--- src/rtl/irq_ctrl8_pkg.sv ---
package irq_ctrl8_pkg;

  typedef enum logic [1:0] {
    ST_READY = 2'd0,
    ST_BASE  = 2'd1,
    ST_CASC  = 2'd2,
    ST_OPTS  = 2'd3
  } init_st_e;

  // command codes held in bits 7:5 of an address-0 command write
  typedef enum logic [2:0] {
    CMD_AROT_OFF = 3'b000,
    CMD_NS_EOI   = 3'b001,
    CMD_NOP      = 3'b010,
    CMD_SP_EOI   = 3'b011,
    CMD_AROT_ON  = 3'b100,
    CMD_ROT_NS   = 3'b101,
    CMD_SET_LOW  = 3'b110,
    CMD_ROT_SP   = 3'b111
  } eoi_cmd_e;

endpackage

--- src/rtl/irq_cmd_decode.sv ---
module irq_cmd_decode
  import irq_ctrl8_pkg::*;
#(
  parameter int NUM_IRQ = 8,
  parameter int DW      = 8,
  parameter int LVL_W   = $clog2(NUM_IRQ),
  parameter int BASE_W  = DW - LVL_W
) (
  input  logic               clk,
  input  logic               rst_n,
  input  logic               wr_en,
  input  logic               rd_en,
  input  logic               addr,
  input  logic [DW-1:0]      wdata,
  input  logic               isr_any,
  input  logic [LVL_W-1:0]   isr_top,
  input  logic               svc,
  input  logic [LVL_W-1:0]   svc_lvl,
  output logic               ready,
  output logic [NUM_IRQ-1:0] mask,
  output logic [BASE_W-1:0]  vec_base,
  output logic               level_mode,
  output logic               aeoi,
  output logic               read_isr,
  output logic               poll_armed,
  output logic [LVL_W-1:0]   lowest,
  output logic               init_clr,
  output logic               eoi_clr,
  output logic [LVL_W-1:0]   eoi_lvl
);

  init_st_e   st;
  logic       single_mode;
  logic       need_opts;
  logic       rot_auto;
  logic       is_init, is_cmd, is_sel, is_hi;
  eoi_cmd_e   cmd;
  logic       rot_now;
  logic [LVL_W-1:0] rot_lvl;

  assign ready   = (st == ST_READY);
  assign is_init = wr_en && !addr && wdata[4];
  assign is_cmd  = wr_en && !addr && !wdata[4] && !wdata[3] && ready;
  assign is_sel  = wr_en && !addr && !wdata[4] &&  wdata[3] && ready;
  assign is_hi   = wr_en && addr;
  assign cmd     = eoi_cmd_e'(wdata[7:5]);
  assign init_clr = is_init;

  always_comb begin
    eoi_clr = is_cmd && wdata[5] && (wdata[6] || isr_any);
    eoi_lvl = wdata[6] ? wdata[LVL_W-1:0] : isr_top;
    rot_now = 1'b0;
    rot_lvl = wdata[LVL_W-1:0];
    if (is_cmd) begin
      case (cmd)
        CMD_ROT_NS: begin
          rot_now = isr_any;
          rot_lvl = isr_top;
        end
        CMD_ROT_SP, CMD_SET_LOW: rot_now = 1'b1;
        default: rot_now = 1'b0;
      endcase
    end
  end

  always_ff @(posedge clk) begin
    if (!rst_n) begin
      st          <= ST_READY;
      mask        <= '1;
      vec_base    <= '0;
      level_mode  <= 1'b0;
      single_mode <= 1'b0;
      need_opts   <= 1'b0;
      aeoi        <= 1'b0;
      rot_auto    <= 1'b0;
      read_isr    <= 1'b0;
      poll_armed  <= 1'b0;
      lowest      <= LVL_W'(NUM_IRQ - 1);
    end else if (is_init) begin
      st          <= ST_BASE;
      mask        <= '0;
      level_mode  <= wdata[3];
      single_mode <= wdata[1];
      need_opts   <= wdata[0];
      aeoi        <= 1'b0;
      rot_auto    <= 1'b0;
      read_isr    <= 1'b0;
      poll_armed  <= 1'b0;
      lowest      <= LVL_W'(NUM_IRQ - 1);
    end else begin
      if (is_hi) begin
        case (st)
          ST_BASE: begin
            vec_base <= wdata[DW-1:LVL_W];
            if (!single_mode)   st <= ST_CASC;
            else if (need_opts) st <= ST_OPTS;
            else                st <= ST_READY;
          end
          ST_CASC: st <= need_opts ? ST_OPTS : ST_READY;
          ST_OPTS: begin
            aeoi <= wdata[1];
            st   <= ST_READY;
          end
          default: mask <= wdata[NUM_IRQ-1:0];
        endcase
      end
      if (poll_armed && rd_en && !addr) poll_armed <= 1'b0;
      if (is_sel) begin
        if (wdata[1]) read_isr <= wdata[0];
        if (wdata[2]) poll_armed <= 1'b1;
      end
      if (is_cmd && cmd == CMD_AROT_ON)  rot_auto <= 1'b1;
      if (is_cmd && cmd == CMD_AROT_OFF) rot_auto <= 1'b0;
      if (rot_now)                         lowest <= rot_lvl;
      else if (svc && aeoi && rot_auto)    lowest <= svc_lvl;
    end
  end

endmodule

--- src/rtl/irq_req_reg.sv ---
module irq_req_reg #(
  parameter int NUM_IRQ = 8,
  parameter int LVL_W   = $clog2(NUM_IRQ)
) (
  input  logic               clk,
  input  logic               rst_n,
  input  logic [NUM_IRQ-1:0] irq_in,
  input  logic               level_mode,
  input  logic               init_clr,
  input  logic               svc,
  input  logic [LVL_W-1:0]   svc_lvl,
  output logic [NUM_IRQ-1:0] irr
);

  logic [NUM_IRQ-1:0] prev;
  logic [NUM_IRQ-1:0] latched;

  for (genvar i = 0; i < NUM_IRQ; i++) begin : g_bit
    logic hit;
    assign hit = svc && (svc_lvl == LVL_W'(i));
    always_ff @(posedge clk) begin
      if (!rst_n || init_clr) begin
        prev[i]    <= 1'b1;
        latched[i] <= 1'b0;
      end else begin
        prev[i]    <= irq_in[i];
        latched[i] <= (latched[i] | (irq_in[i] & ~prev[i])) & ~hit;
      end
    end
    assign irr[i] = level_mode ? irq_in[i] : latched[i];
  end

endmodule

--- src/rtl/irq_isr_reg.sv ---
module irq_isr_reg #(
  parameter int NUM_IRQ = 8,
  parameter int LVL_W   = $clog2(NUM_IRQ)
) (
  input  logic               clk,
  input  logic               rst_n,
  input  logic               init_clr,
  input  logic               set_en,
  input  logic [LVL_W-1:0]   set_lvl,
  input  logic               clr_en,
  input  logic [LVL_W-1:0]   clr_lvl,
  output logic [NUM_IRQ-1:0] isr
);

  for (genvar i = 0; i < NUM_IRQ; i++) begin : g_bit
    logic do_set, do_clr;
    assign do_set = set_en && (set_lvl == LVL_W'(i));
    assign do_clr = clr_en && (clr_lvl == LVL_W'(i));
    always_ff @(posedge clk) begin
      if (!rst_n || init_clr) isr[i] <= 1'b0;
      else if (do_set)        isr[i] <= 1'b1;
      else if (do_clr)        isr[i] <= 1'b0;
    end
  end

endmodule

--- src/rtl/irq_prio_resolve.sv ---
module irq_prio_resolve #(
  parameter int NUM_IRQ = 8,
  parameter int LVL_W   = $clog2(NUM_IRQ)
) (
  input  logic [NUM_IRQ-1:0] pend,
  input  logic [NUM_IRQ-1:0] isr,
  input  logic [LVL_W-1:0]   lowest,
  input  logic               ready,
  output logic [LVL_W-1:0]   req_lvl,
  output logic               isr_any,
  output logic [LVL_W-1:0]   isr_top,
  output logic               int_ok
);

  // returns {found, rank}; rank 0 is the level just above 'lo'
  function automatic logic [LVL_W:0] first_set(input logic [NUM_IRQ-1:0] v,
                                               input logic [LVL_W-1:0]   lo);
    logic [LVL_W:0] res;
    res = '0;
    for (int k = NUM_IRQ - 1; k >= 0; k--) begin
      if (v[(int'(lo) + 1 + k) % NUM_IRQ]) res = {1'b1, LVL_W'(k)};
    end
    return res;
  endfunction

  function automatic logic [LVL_W-1:0] rank_to_lvl(input logic [LVL_W-1:0] r,
                                                   input logic [LVL_W-1:0] lo);
    return LVL_W'((int'(lo) + 1 + int'(r)) % NUM_IRQ);
  endfunction

  logic [LVL_W:0] req_hit, isr_hit;

  assign req_hit = first_set(pend, lowest);
  assign isr_hit = first_set(isr, lowest);
  assign req_lvl = rank_to_lvl(req_hit[LVL_W-1:0], lowest);
  assign isr_top = rank_to_lvl(isr_hit[LVL_W-1:0], lowest);
  assign isr_any = isr_hit[LVL_W];
  assign int_ok  = ready && req_hit[LVL_W] &&
                   (!isr_hit[LVL_W] || (req_hit[LVL_W-1:0] < isr_hit[LVL_W-1:0]));

endmodule

--- src/rtl/irq_ctrl8.sv ---
module irq_ctrl8 #(
  parameter int NUM_IRQ = 8,
  parameter int DW      = 8
) (
  input  logic               clk,
  input  logic               rst_n,
  input  logic               bus_sel,
  input  logic               bus_addr,
  input  logic               bus_wr,
  input  logic               bus_rd,
  input  logic [DW-1:0]      bus_wdata,
  output logic [DW-1:0]      bus_rdata,
  input  logic [NUM_IRQ-1:0] irq_in,
  output logic               int_out,
  input  logic               ack,
  output logic [DW-1:0]      ack_vector
);

  localparam int LVL_W  = $clog2(NUM_IRQ);
  localparam int BASE_W = DW - LVL_W;

  logic               wr_en, rd_en;
  logic               ready, level_mode, aeoi, read_isr, poll_armed;
  logic [NUM_IRQ-1:0] mask, irr, isr;
  logic [BASE_W-1:0]  vec_base;
  logic [LVL_W-1:0]   lowest, req_lvl, isr_top, eoi_lvl;
  logic               isr_any, int_ok, init_clr, eoi_clr;
  logic               poll_rd, svc;
  logic [DW-1:0]      poll_byte;

  assign wr_en   = bus_sel && bus_wr;
  assign rd_en   = bus_sel && bus_rd;
  assign poll_rd = rd_en && !bus_addr && poll_armed;
  assign svc     = (ack || poll_rd) && int_ok;

  irq_cmd_decode #(.NUM_IRQ(NUM_IRQ), .DW(DW), .LVL_W(LVL_W), .BASE_W(BASE_W)) u_dec (
    .clk(clk), .rst_n(rst_n), .wr_en(wr_en), .rd_en(rd_en), .addr(bus_addr),
    .wdata(bus_wdata), .isr_any(isr_any), .isr_top(isr_top), .svc(svc),
    .svc_lvl(req_lvl), .ready(ready), .mask(mask), .vec_base(vec_base),
    .level_mode(level_mode), .aeoi(aeoi), .read_isr(read_isr),
    .poll_armed(poll_armed), .lowest(lowest), .init_clr(init_clr),
    .eoi_clr(eoi_clr), .eoi_lvl(eoi_lvl)
  );

  irq_req_reg #(.NUM_IRQ(NUM_IRQ), .LVL_W(LVL_W)) u_req (
    .clk(clk), .rst_n(rst_n), .irq_in(irq_in), .level_mode(level_mode),
    .init_clr(init_clr), .svc(svc), .svc_lvl(req_lvl), .irr(irr)
  );

  irq_isr_reg #(.NUM_IRQ(NUM_IRQ), .LVL_W(LVL_W)) u_isr (
    .clk(clk), .rst_n(rst_n), .init_clr(init_clr), .set_en(svc && !aeoi),
    .set_lvl(req_lvl), .clr_en(eoi_clr), .clr_lvl(eoi_lvl), .isr(isr)
  );

  irq_prio_resolve #(.NUM_IRQ(NUM_IRQ), .LVL_W(LVL_W)) u_res (
    .pend(irr & ~mask), .isr(isr), .lowest(lowest), .ready(ready),
    .req_lvl(req_lvl), .isr_any(isr_any), .isr_top(isr_top), .int_ok(int_ok)
  );

  always_comb begin
    poll_byte = '0;
    poll_byte[DW-1] = int_ok;
    if (int_ok) poll_byte[LVL_W-1:0] = req_lvl;
  end

  always_comb begin
    if (!rd_en)        bus_rdata = '0;
    else if (bus_addr) bus_rdata = DW'(mask);
    else if (poll_armed) bus_rdata = poll_byte;
    else if (read_isr) bus_rdata = DW'(isr);
    else               bus_rdata = DW'(irr);
  end

  assign int_out    = int_ok;
  assign ack_vector = {vec_base, int_ok ? req_lvl : {LVL_W{1'b1}}};

endmodule

--- config.mk ---
export PLATFORM = sky130hd
export DESIGN_NAME = irq_ctrl8
export DESIGN_NICKNAME = d
export VERILOG_FILES = /design/src/rtl/irq_ctrl8_pkg.sv /design/src/rtl/irq_cmd_decode.sv /design/src/rtl/irq_req_reg.sv /design/src/rtl/irq_isr_reg.sv /design/src/rtl/irq_prio_resolve.sv /design/src/rtl/irq_ctrl8.sv
export SDC_FILE = /design/constraint.sdc
export NUM_CORES = 1
export LEC_CHECK = 0
export BUFFER_PORTS_ARGS = -buffer_cell sky130_fd_sc_hd__buf_2
export CORE_MARGIN = 2
export CORE_UTILIZATION = 40
export CTS_CLUSTER_SIZE = 24
export DETAILED_ROUTE_END_ITERATION = 8
export PLACE_DENSITY = 0.59
export SLEW_MARGIN = 10
export SYNTH_ARGS = -nofsm -noshare
export SYNTH_HDL_FRONTEND = slang
export SYNTH_SLANG_ARGS = --single-unit
--- constraint.sdc ---
create_clock -name clk -period 7.9 [get_ports clk]
set_input_delay 2.37 -clock clk [delete_from_list [all_inputs] [get_ports clk]]
set_output_delay 2.37 -clock clk [all_outputs]
set_load 0.1 [all_outputs]
Yosys cells after proc, flatten, opt, wreduce, memory -nomap -nowiden --
Index checks and enable logic that the tools add are counted.
Word-level totals: register bits 49, input bits 23, output and inout bits 17, logic and storage cells 333
Cells by class: $add $sub $neg 10, magnitude comparators 9, equal/unequal tests 22, multiplexer cells 112, bitwise operators 52, reductions and logical operators 92
Operator list (count):
- 4-bit two-way mux | 16
- 1-bit two-way mux | 62
- 8-bit two-way mux | 7
- 1-bit binary-select mux with 3-bit select | 16
- 1-bit logical AND | 48
- 4-bit by 5-bit less-than comparator with 1-bit output, second input constant | 8
- 3-bit equality test, second input constant | 12
- 3-bit OR reduction | 10
- 3-bit two-way mux | 7
- 2-bit nonzero test | 10
- 1-bit inverter | 18
- 1-bit bitwise AND | 16
- 3-bit adder, second input constant | 4
- 3-bit by 2-bit equality test with 1-bit output, second input constant | 4
- 2-bit AND reduction | 5
- 3-bit logical NOT | 3
- 1-bit bitwise AND, first input constant | 8
- 8-bit bitwise AND | 1
- 8-bit inverter | 1
- 1-bit bitwise OR | 8
- 3-bit by 1-bit adder with 3-bit output, second input constant | 2
- 3-bit by 2-bit adder with 3-bit output, second input constant | 2
- 3-bit adder | 2
- 3-bit by 1-bit equality test with 1-bit output, second input constant | 2
- other kinds (14) | 25

Logic depth before layout (Yosys ltp) --
Gate-level depths: netlist of run 1.
depth in word-level cells 23, mapped depth 24, gate-level depth less buffers 19

Modules after synthesis --
Synthesis of run 1 repeated with hierarchy kept, for this count alone.
Second synthesis, totals: cell total of the unflattened synthesis 378, area, all modules 3742.3 µm²
Modules (own cells, without submodules):
- irq_cmd_decode | instances 1, cells each 122, area each 1152.4 µm², sequential area each 500.5 µm²
- irq_prio_resolve | instances 1, cells each 108, area each 1138.6 µm², sequential area each 0.0 µm²
- irq_req_reg | instances 1, cells each 68, area each 688.2 µm², sequential area each 320.3 µm²
- irq_ctrl8 | instances 1, cells each 48, area each 394.1 µm², sequential area each 0.0 µm²
- irq_isr_reg | instances 1, cells each 32, area each 369.1 µm², sequential area each 160.2 µm²

Worst setup path before layout of run 1 --
Ideal clock, no wire load.
path type input to output, from input irq_in[0], to output bus_rdata[2], arrival time 7.299 ns, data required time 5.530 ns, path slack -1.769 ns, stages 14, path buffers 1, cell sequence mux2i_1 nor2_1 mux4_2 o32ai_1 o31ai_1 nor2b_1 ha_1 a21oi_1 nor2b_1 a311o_1 nor3b_4 buf_6 a311oi_1 nor3_1
On the way: cells in the longest elaborated chain, start to end 20, elaborated cells between the ends (all ways) 43, those cells by class add/sub (1); order compare (1); mux (37); bitwise (1); reduce/logical (3)
Ends and longest elaborated chain:
- start, declared | line irq_ctrl8.sv:13 | input logic [NUM_IRQ-1:0] irq_in,
- 1-bit two-way mux * | line irq_req_reg.sv:30 | assign irr[i] = level_mode ? irq_in[i] : latched[i];
- 8-bit bitwise AND * | line irq_ctrl8.sv:56 | .pend(irr & ~mask), .isr(isr), .lowest(lowest), .ready(ready),
- 1-bit binary-select mux with 3-bit select | line irq_prio_resolve.sv:21 | if (v[(int'(lo) + 1 + k) % NUM_IRQ]) res = {1'b1, LVL_W'(k)};
- 1-bit two-way mux (implied by the code) (2 in series) | line irq_prio_resolve.sv:21
- 4-bit two-way mux (7 in series) | line irq_prio_resolve.sv:21
- 4-bit two-way mux * | line irq_prio_resolve.sv:21
- 3-bit less-than comparator | line irq_prio_resolve.sv:39 | (!isr_hit[LVL_W] || (req_hit[LVL_W-1:0] < isr_hit[LVL_W-1:0]));
- 1-bit logical OR | line irq_prio_resolve.sv:39
- 1-bit logical AND * | line irq_prio_resolve.sv:38 | assign int_ok = ready && req_hit[LVL_W] &&
- named net int_out | line irq_ctrl8.sv:14 | output logic int_out,
- 3-bit two-way mux * | line irq_ctrl8.sv:63 | if (int_ok) poll_byte[LVL_W-1:0] = req_lvl;
- 8-bit two-way mux * | line irq_ctrl8.sv:69 | else if (poll_armed) bus_rdata = poll_byte;
- 8-bit two-way mux * | line irq_ctrl8.sv:68 | else if (bus_addr) bus_rdata = DW'(mask);
- 8-bit two-way mux * | line irq_ctrl8.sv:67 | if (!rd_en) bus_rdata = '0;
- end, declared | line irq_ctrl8.sv:12 | output logic [DW-1:0] bus_rdata,
The timed path passes the listed nets; every way through them passes the cells marked *. The select of a mux whose other input is x is not followed.

Worst setup path after layout of run 1 --
from input irq_in[1], to output bus_rdata[2]
On the way: cells in the longest elaborated chain, start to end 20, elaborated cells between the ends (all ways) 43, those cells by class add/sub (1); order compare (1); mux (37); bitwise (1); reduce/logical (3)
Ends and longest elaborated chain (line):
- 1-bit two-way mux * | irq_req_reg.sv:30
- 8-bit bitwise AND * | irq_ctrl8.sv:56
- 1-bit binary-select mux with 3-bit select | irq_prio_resolve.sv:21
- 1-bit two-way mux (implied by the code) (2 in series) | irq_prio_resolve.sv:21
- 4-bit two-way mux (7 in series) | irq_prio_resolve.sv:21
- 4-bit two-way mux * | irq_prio_resolve.sv:21
- 3-bit less-than comparator | irq_prio_resolve.sv:39
- 1-bit logical OR | irq_prio_resolve.sv:39
- 1-bit logical AND | irq_prio_resolve.sv:38
- 3-bit two-way mux * | irq_ctrl8.sv:63
- 8-bit two-way mux * | irq_ctrl8.sv:69
- 8-bit two-way mux * | irq_ctrl8.sv:68
- 8-bit two-way mux * | irq_ctrl8.sv:67
Mark *: on every way between the ends. The rest lies on a longest branch, timed or not. The select of a mux whose other input is x is not followed.

==> out/metrics.cfg, run 1 <==
[synthesis]
synth_xor_area_frac=0.0240
synth_area_sq_mm=0.00406
synth_top_family_by_area=simple AND/OR/NAND/NOR gates
yosysMostFrequentCell=dfxtp_1
yosys_warnings=0
ys_seq_area_frac=0.242
syn_area_per_cell_sq_um=8.44
ys.flop_type=dfxtp_1
synth.top_cell.area_share=0.242
synth_area_leaders=dfxtp_1 24%, mux4_2 13%, a21oi_1 4.4%
synthCells=481
synth-simple-area-share=0.243
synth-compound-area-share=0.201
synth_fp_nets=512
synthMuxAreaShare=0.212
ys_top_cells_by_count=49 x dfxtp_1, 46 x nor2_1, 42 x nand2_1
ys_ff_latch=49
yosysTopAreaCell=dfxtp_1
yosys.area_share.adder=0.0284
yosysUniqueCellTypes=65
synthArstFlopShare=0
synth-edff-count=0

[grt]
overflow=0
track_usage=0.235
grt_pass1_wl_microns=20800
grt_pass1_vias=3945
grt_max_degree=25
antenna_found_initial=0

[setup_path]
ff2ff_setup_slack_ns=2.83
reg2reg_to=u_dec.lowest[2]
critPathSlowestCell=mux4_2
crit_chain=buf_2 > mux2i_4 > nor2_2 > mux4_2 > nor3_4 > buf_4 > o32ai_4 > nor2b_4 > ha_4 > nand2_2 > a21oi_2 > nor2b_2 > a311o_1 > nor3b_4 > buf_12 > a311oi_4 > nor3_4 > buf_12
path_class=in2out
cp.required_ns=5.53
worst_path_largest_cell_delay_ns=0.51
reg2reg_from=u_dec.lowest[0]
start_kind=primary input
endpoint_kind=output port
cp_top_family=compound AO/OA/AOI/OAI gates
path_buf_inv=4
rr_worst_depth=19
cp_max_fo=7
crit_arrival_ns=5.69

[drt]
postRouteAntennaNets=0
dr_total_vias=4166
drtPass1Iterations=5
routed_via_density=6.15
wirelength_microns=12700
post_drt_wl_per_cell_microns=18.8
drtIter0Drc=348
drcViolationCount=0

[cts]
ctsHoldBuffers=0
clockBufferDepth=2
clk_pin_slew_ns=0.09
clock_sinks=49
clk_latency_ns=0.31
cts_root_buf=clkbuf_8
htree_levels=2
cts_made_buffers=5
cts_tree=yes

[final_layout]
final_net_count=574
finalNonFillerCells=677
fin_area_sq_mm=0.00526
area_delta_synth_final_pct=29.5
antennaDiodeCount=0
drive_gt1_frac=0.336

[placement]
port_buffers=39
dpl.hpwl_microns=9460
gp_congestion=0.906
place_inst=658
pre_cts_ws_ns=-0.248
place_area_sq_mm=0.00483

[die]
rows=36
ioPinCount=40
core_area_sq_mm=0.00982
die-area_sq_mm=0.0110
die_w_microns=105
die_height_microns=105
start_util=0.413

[sta]
fin_ws_ns=-0.158
hold_viol=0
slew_headroom=0.288
rsz0062_at_grt=yes
skew_ns=0.0122
slew_viol_final=0
worst-slew-pin-transition_ns=1.06
post-route-period-util=1.02
fmax_ghz=0.124
period_minus_slack_ns=8.06
setup_viol=7

[power_and_ir_drop]
power.share.clock=0.283
max-vdd-ir-drop_mv=0.0938
switching_share=0.333
p_comb_frac=0.305
p_sw_w=0.000215
internal_power_w=0.000431
powerDensity_mw_per_mm2=123
seq_power_share=0.412
p_leak_nw=1.90

[min_path]
hold_path.class=reg2reg
hold_depth=2
min_to=u_dec.rot_auto
worstHoldStart=u_dec.rot_auto

[status]
violations=setup timing
status=finished, violations left

[job]
cap_violations=0

==> timing repair <==
item | CTS | global route
resized for setup | 27 | 18
pin swaps | 14 | 7
setup endpoints to repair | 7 | 8
buffers inserted | 6 | 5
==> metrics by stage <==
stage	utilization	hold WS, ns	setup TNS (ns)	total power (W)
2_1_floorplan	-	0.436	-0.982	0.000385
3_3_place_gp	0.492	0.450	-0.484	0.000446
3_5_place_dp	0.492	0.459	-1.05	0.000448
4_1_cts	0.523	0.474	-0.182	0.000640
5_1_grt	0.535	0.505	-1.47	0.000673
6_report	0.535	0.467	-0.590	0.000646
==> worst register-to-register path: cells and delay by family (launching register included) <==
kind | cells | cell delay (ns)
mux | 2 | 0.90
compound gates | 4 | 0.86
fa+ha+maj | 2 | 1.11
flops | 1 | 0.35
simple gates | 5 | 0.94
buf+inv | 6 | 0.82
==> sequential cells by signal (all words and copies together) (netlist names), 2 cells and up <==
signal	cells
u_req.latched	8
u_isr.isr	8
u_dec.st	2
u_dec.lowest	3
u_dec.vec_base	5
u_dec.mask	8
u_req.prev	8
==> metal layers <==
metal,routed length (microns),part of all wire,up-vias,global-route usage
li1,-,-,1932,-
met1,5510,0.43,2023,0.326
met2,6110,0.48,176,0.391
met3,796,0.062,35,0.0218
met4,316,0.025,0,0.0686
met5,0,0,-,0
==> kinds of logic (layout without fill, tap and decap cells) <==
logic type,Yosys count,after routing
flip-flops,49,49
multiplexers,52,52
adder cells (fa/ha/maj),8,8
buffers and inverters,42,105
AND/OR/NAND/NOR,193,193
XOR/XNOR,8,8
AO/OA/AOI/OAI,129,129
==> area by class of cell <==
| type | count | area (sq um) |
|---|---|---|
| Fill cell | 959 | 4560 |
| Multi-Input combinational cell | 390 | 3260 |
| Sequential cell | 49 | 981 |
| Timing Repair Buffer | 82 | 678 |
| Tap cell | 133 | 166 |
| Clock buffer | 6 | 72.6 |
| Inverter | 15 | 56.3 |
| Clock inverter | 2 | 38.8 |
==> placed cells by master, fill, tap and decap left out, types with 5 or more instances in the layout <==
master | netlist | layout
a21oi_1 | 36 | 34
a22oi_1 | 5 | 5
buf_12 | 0 | 9
buf_2 | 8 | 29
buf_4 | 0 | 39
clkbuf_8 | 0 | 5
dfxtp_1 | 49 | 49
inv_1 | 11 | 10
mux2_2 | 8 | 8
mux2i_1 | 14 | 13
mux2i_4 | 2 | 8
mux4_2 | 23 | 23
nand2_1 | 42 | 41
nand2b_1 | 12 | 11
nand3_1 | 13 | 13
nor2_1 | 46 | 40
nor2_2 | 3 | 7
nor2b_1 | 21 | 19
nor3_1 | 22 | 13
nor3_4 | 0 | 7
nor4_1 | 8 | 8
o21ai_0 | 30 | 29
o21ai_1 | 5 | 6
o22ai_1 | 19 | 17
==> power groups by stage <==
stage | combinational [W] | clock (W) | sequential (W)
final | 0.000197 | 0.000183 | 0.000266
after global routing | 0.000208 | 0.000198 | 0.000267
after CTS | 0.000187 | 0.000188 | 0.000265
after detailed placement | 0.000177 | 0 | 0.000271
after global placement | 0.000176 | 0 | 0.000271
after floorplan | 0.000117 | 0 | 0.000268
==> worst max-delay path by stage <==
stage / startpoint / to / slack (ns) / cells past startpoint
after floorplan: irq_in[6] / bus_rdata[2] / -0.25 / 14
after global placement: irq_in[3] / bus_rdata[2] / -0.14 / 17
after detailed placement: irq_in[5] / bus_rdata[2] / -0.25 / 16
after CTS: irq_in[0] / bus_rdata[2] / -0.09 / 19
after global routing: irq_in[1] / bus_rdata[2] / -0.28 / 18
final: irq_in[1] / bus_rdata[2] / -0.16 / 18
Note: power is estimated with default switching activity, not from simulation.
==> run 2, diff against run 1 <==
--- a/config.mk
+++ b/config.mk
@@ -6,11 +6,14 @@
 export NUM_CORES = 1
 export LEC_CHECK = 0
 export BUFFER_PORTS_ARGS = -buffer_cell sky130_fd_sc_hd__buf_2
+export CELL_PAD_IN_SITES_DETAIL_PLACEMENT = 1
+export CELL_PAD_IN_SITES_GLOBAL_PLACEMENT = 1
 export CORE_MARGIN = 2
 export CORE_UTILIZATION = 40
 export CTS_CLUSTER_SIZE = 24
 export DETAILED_ROUTE_END_ITERATION = 8
-export PLACE_DENSITY = 0.59
+export PLACE_DENSITY = 0.73
+export SETUP_SLACK_MARGIN = 0.05
 export SLEW_MARGIN = 10
 export SYNTH_ARGS = -nofsm -noshare
 export SYNTH_HDL_FRONTEND = slang
==> run 2 against run 1 <==
Compared with the run above:
- the run still ends with setup timing left
- design area up 0.50%
- wire length up 15%
- register-to-register slack worse by 0.13 ns
- sequential cell count unchanged
- worst hold slack better by 0.0079 ns
- sequential share of layout area down 0.093 points
- critical path depth up 1
- via count up 1.9%
- clock skew up 0.00078 ns
- maximum frequency down 1.8%
- largest power group unchanged
- highest routed layer unchanged
==> out/metrics.cfg, run 2 (same netlist as run 1, synthesis figures left out) <==
[status]
status=finished, violations left  ; unchanged
violations=setup timing  ; unchanged

[die]
rows=36  ; unchanged
ioPinCount=40  ; unchanged
die_w_microns=105  ; unchanged
core_area_sq_mm=0.00982  ; unchanged
die_height_microns=105  ; unchanged
die-area_sq_mm=0.0110  ; unchanged
start_util=0.413  ; unchanged

[cts]
clockBufferDepth=2  ; unchanged
clock_sinks=49  ; unchanged
ctsHoldBuffers=0  ; unchanged
htree_levels=2  ; unchanged
cts_tree=yes  ; unchanged
clk_latency_ns=0.31  ; about the same
cts_root_buf=clkbuf_8  ; unchanged
cts_made_buffers=5  ; unchanged
clk_pin_slew_ns=0.10  ; was 0.09 ns

[final_layout]
final_cell_mix=49 x dfxtp_1, 44 x buf_4, 42 x nand2_1, 41 x nor2_1, 34 x a21oi_1  ; was 49 x dfxtp_1, 41 x nand2_1, 40 x nor2_1, 39 x buf_4, 34 x a21oi_1
area_delta_synth_final_pct=30.2  ; was 29.5%
antennaDiodeCount=0  ; unchanged
layout_commonest_cell=dfxtp_1  ; unchanged
final_net_count=579  ; was 574
drive_gt1_frac=0.330  ; was 0.336

[drt]
wirelength_microns=14600  ; was 12,700 microns
wl_met2_microns=7280  ; was 6110 microns
wl_met3_microns=711  ; was 796 microns
wl_met1_microns=6170  ; was 5510 microns
routed_via_density=6.23  ; was 6.15
post_drt_wl_per_cell_microns=21.4  ; was 18.8 microns
dr_total_vias=4246  ; was 4,166
maxUsedRoutingLayer=met4  ; unchanged
drtPass1Iterations=4  ; was 5
drtIter0Drc=172  ; was 348
drcViolationCount=0  ; unchanged
postRouteAntennaNets=0  ; unchanged

[sta]
slew_headroom=0.277  ; was 0.288
post-route-period-util=1.04  ; was 1.02
setup_viol=7  ; unchanged
skew_ns=0.0130  ; was 0.0122 ns
hold_viol=0  ; unchanged
slew_viol_final=0  ; unchanged
fmax_ghz=0.122  ; was 0.124 GHz
rsz0062_at_grt=yes  ; unchanged
worst-slew-pin-transition_ns=1.08  ; was 1.06 ns
fin_ws_ns=-0.309  ; was -0.158 ns
tns_ns=-1.61  ; was -0.590 ns
period_minus_slack_ns=8.21  ; was 8.06 ns

[power_and_ir_drop]
powerDensity_mw_per_mm2=125  ; was 123 mW/mm^2
max-vdd-ir-drop_mv=0.107  ; was 0.0938 mV
p_leak_nw=1.91  ; was 1.90 nW

[job]
cap_violations=0  ; unchanged

[grt]
track_usage=0.266  ; was 0.235
antenna_found_initial=0  ; unchanged
grt_max_degree=25  ; unchanged
overflow=0  ; unchanged
grt_pass1_vias=4360  ; was 3,945
grt_pass1_wl_microns=23100  ; was 20,800 microns

[setup_path]
cp-endpoint=ack_vector[2]  ; was bus_rdata[2]
ff2ff_setup_slack_ns=2.70  ; was 2.83 ns
crit_arrival_ns=5.84  ; was 5.69 ns
startpoint=irq_in[4]  ; was irq_in[1]
cp_max_fo=6  ; was 7
endpoint_kind=output port  ; unchanged
reg2reg_to=u_isr.isr[3]  ; was u_dec.lowest[2]
rr_worst_depth=22  ; was 19
reg2reg_from=u_dec.lowest[0]  ; unchanged
cp.required_ns=5.53  ; about the same
start_kind=primary input  ; unchanged
path_class=in2out  ; unchanged

[placement]
pre_cts_ws_ns=-0.248  ; about the same
dpl.hpwl_microns=10500  ; was 9460 microns
gp_congestion=0.886  ; was 0.906
port_buffers=39  ; unchanged

[min_path]
hold_path.class=reg2reg  ; unchanged
hold_depth=2  ; unchanged

[run 2: changes by cell type in the layout (fill, tap and decap cells not counted), sizes merged]
cell,delta
buf,+5
[run 2: worst max-delay path, cell delays in order]
cell and delay (ns):
buf_8 0.10, mux2i_4 0.27, nor2_4 0.10, mux4_2 0.53, o32ai_4 0.36, buf_4 0.18, a21o_1 0.13, inv_1 0.06
ha_1 0.27, nand2_1 0.06, a21oi_2 0.10, nor2b_1 0.05, a311o_1 0.34, nor3b_4 0.17, buf_12 0.15, buf_6 0.11
and2b_2 0.23, inv_4 0.07, buf_12 0.16
[run 2: metal layers]
layer / vias to the layer above / GRT usage
met5: - / 0
met4: 0 / 0.0857
met3: 40 / 0.0356
met2: 145 / 0.465
met1: 2120 / 0.337
li1: 1941 / -
[run 2: what timing repair did]
item | 4_1_cts | 5_1_grt
endpoints found under the setup margin | 7 | 8
resized for setup | 36 | 12
setup buffers | 12 | 6
pin swaps | 20 | 12
hold endpoints to repair | 0 | 0
[run 2: final cells by class]
| cell class | instances | area, sq um |
|---|---|---|
| Fill cell | 1199 | 4540 |
| Multi-Input combinational cell | 390 | 3220 |
| Sequential cell | 49 | 981 |
| Timing Repair Buffer | 87 | 748 |
| Tap cell | 133 | 166 |
| Clock buffer | 6 | 72.6 |
| Inverter | 15 | 58.8 |
| Clock inverter | 2 | 38.8 |
[run 2: worst min-delay path by stage]
stage | slack (ns) | start | to
after floorplan | 0.44 | u_dec.rot_auto | u_dec.rot_auto
after global placement | 0.45 | u_dec.rot_auto | u_dec.rot_auto
after detailed placement | 0.46 | u_dec.rot_auto | u_dec.rot_auto
after CTS | 0.48 | u_dec.rot_auto | u_dec.rot_auto
after global routing | 0.51 | u_dec.rot_auto | u_dec.rot_auto
final | 0.48 | u_dec.rot_auto | u_dec.rot_auto
[run 2: metrics by stage]
stage | utilization | std cells | cell area [sq um] | power (W) | hold slack [ns]
global route | 0.538 | 682 | 5280 | 0.000682 | 0.512
detailed placement | 0.491 | 657 | 4820 | 0.000453 | 0.461
finish | 0.538 | 682 | 5280 | 0.000659 | 0.475
floorplan | - | 481 | 4250 | 0.000385 | 0.436
CTS | 0.530 | 677 | 5200 | 0.000651 | 0.475
global placement | 0.491 | 657 | 4820 | 0.000449 | 0.450
[run 2: report_power, final]
group	internal (W)	leakage, nW	total (W)	switching (W)
registers	0.000255	0.400	0.000267	0.0000124
logic	0.0000829	1.46	0.000204	0.000121
clock network	0.0000953	0.0554	0.000188	0.0000923
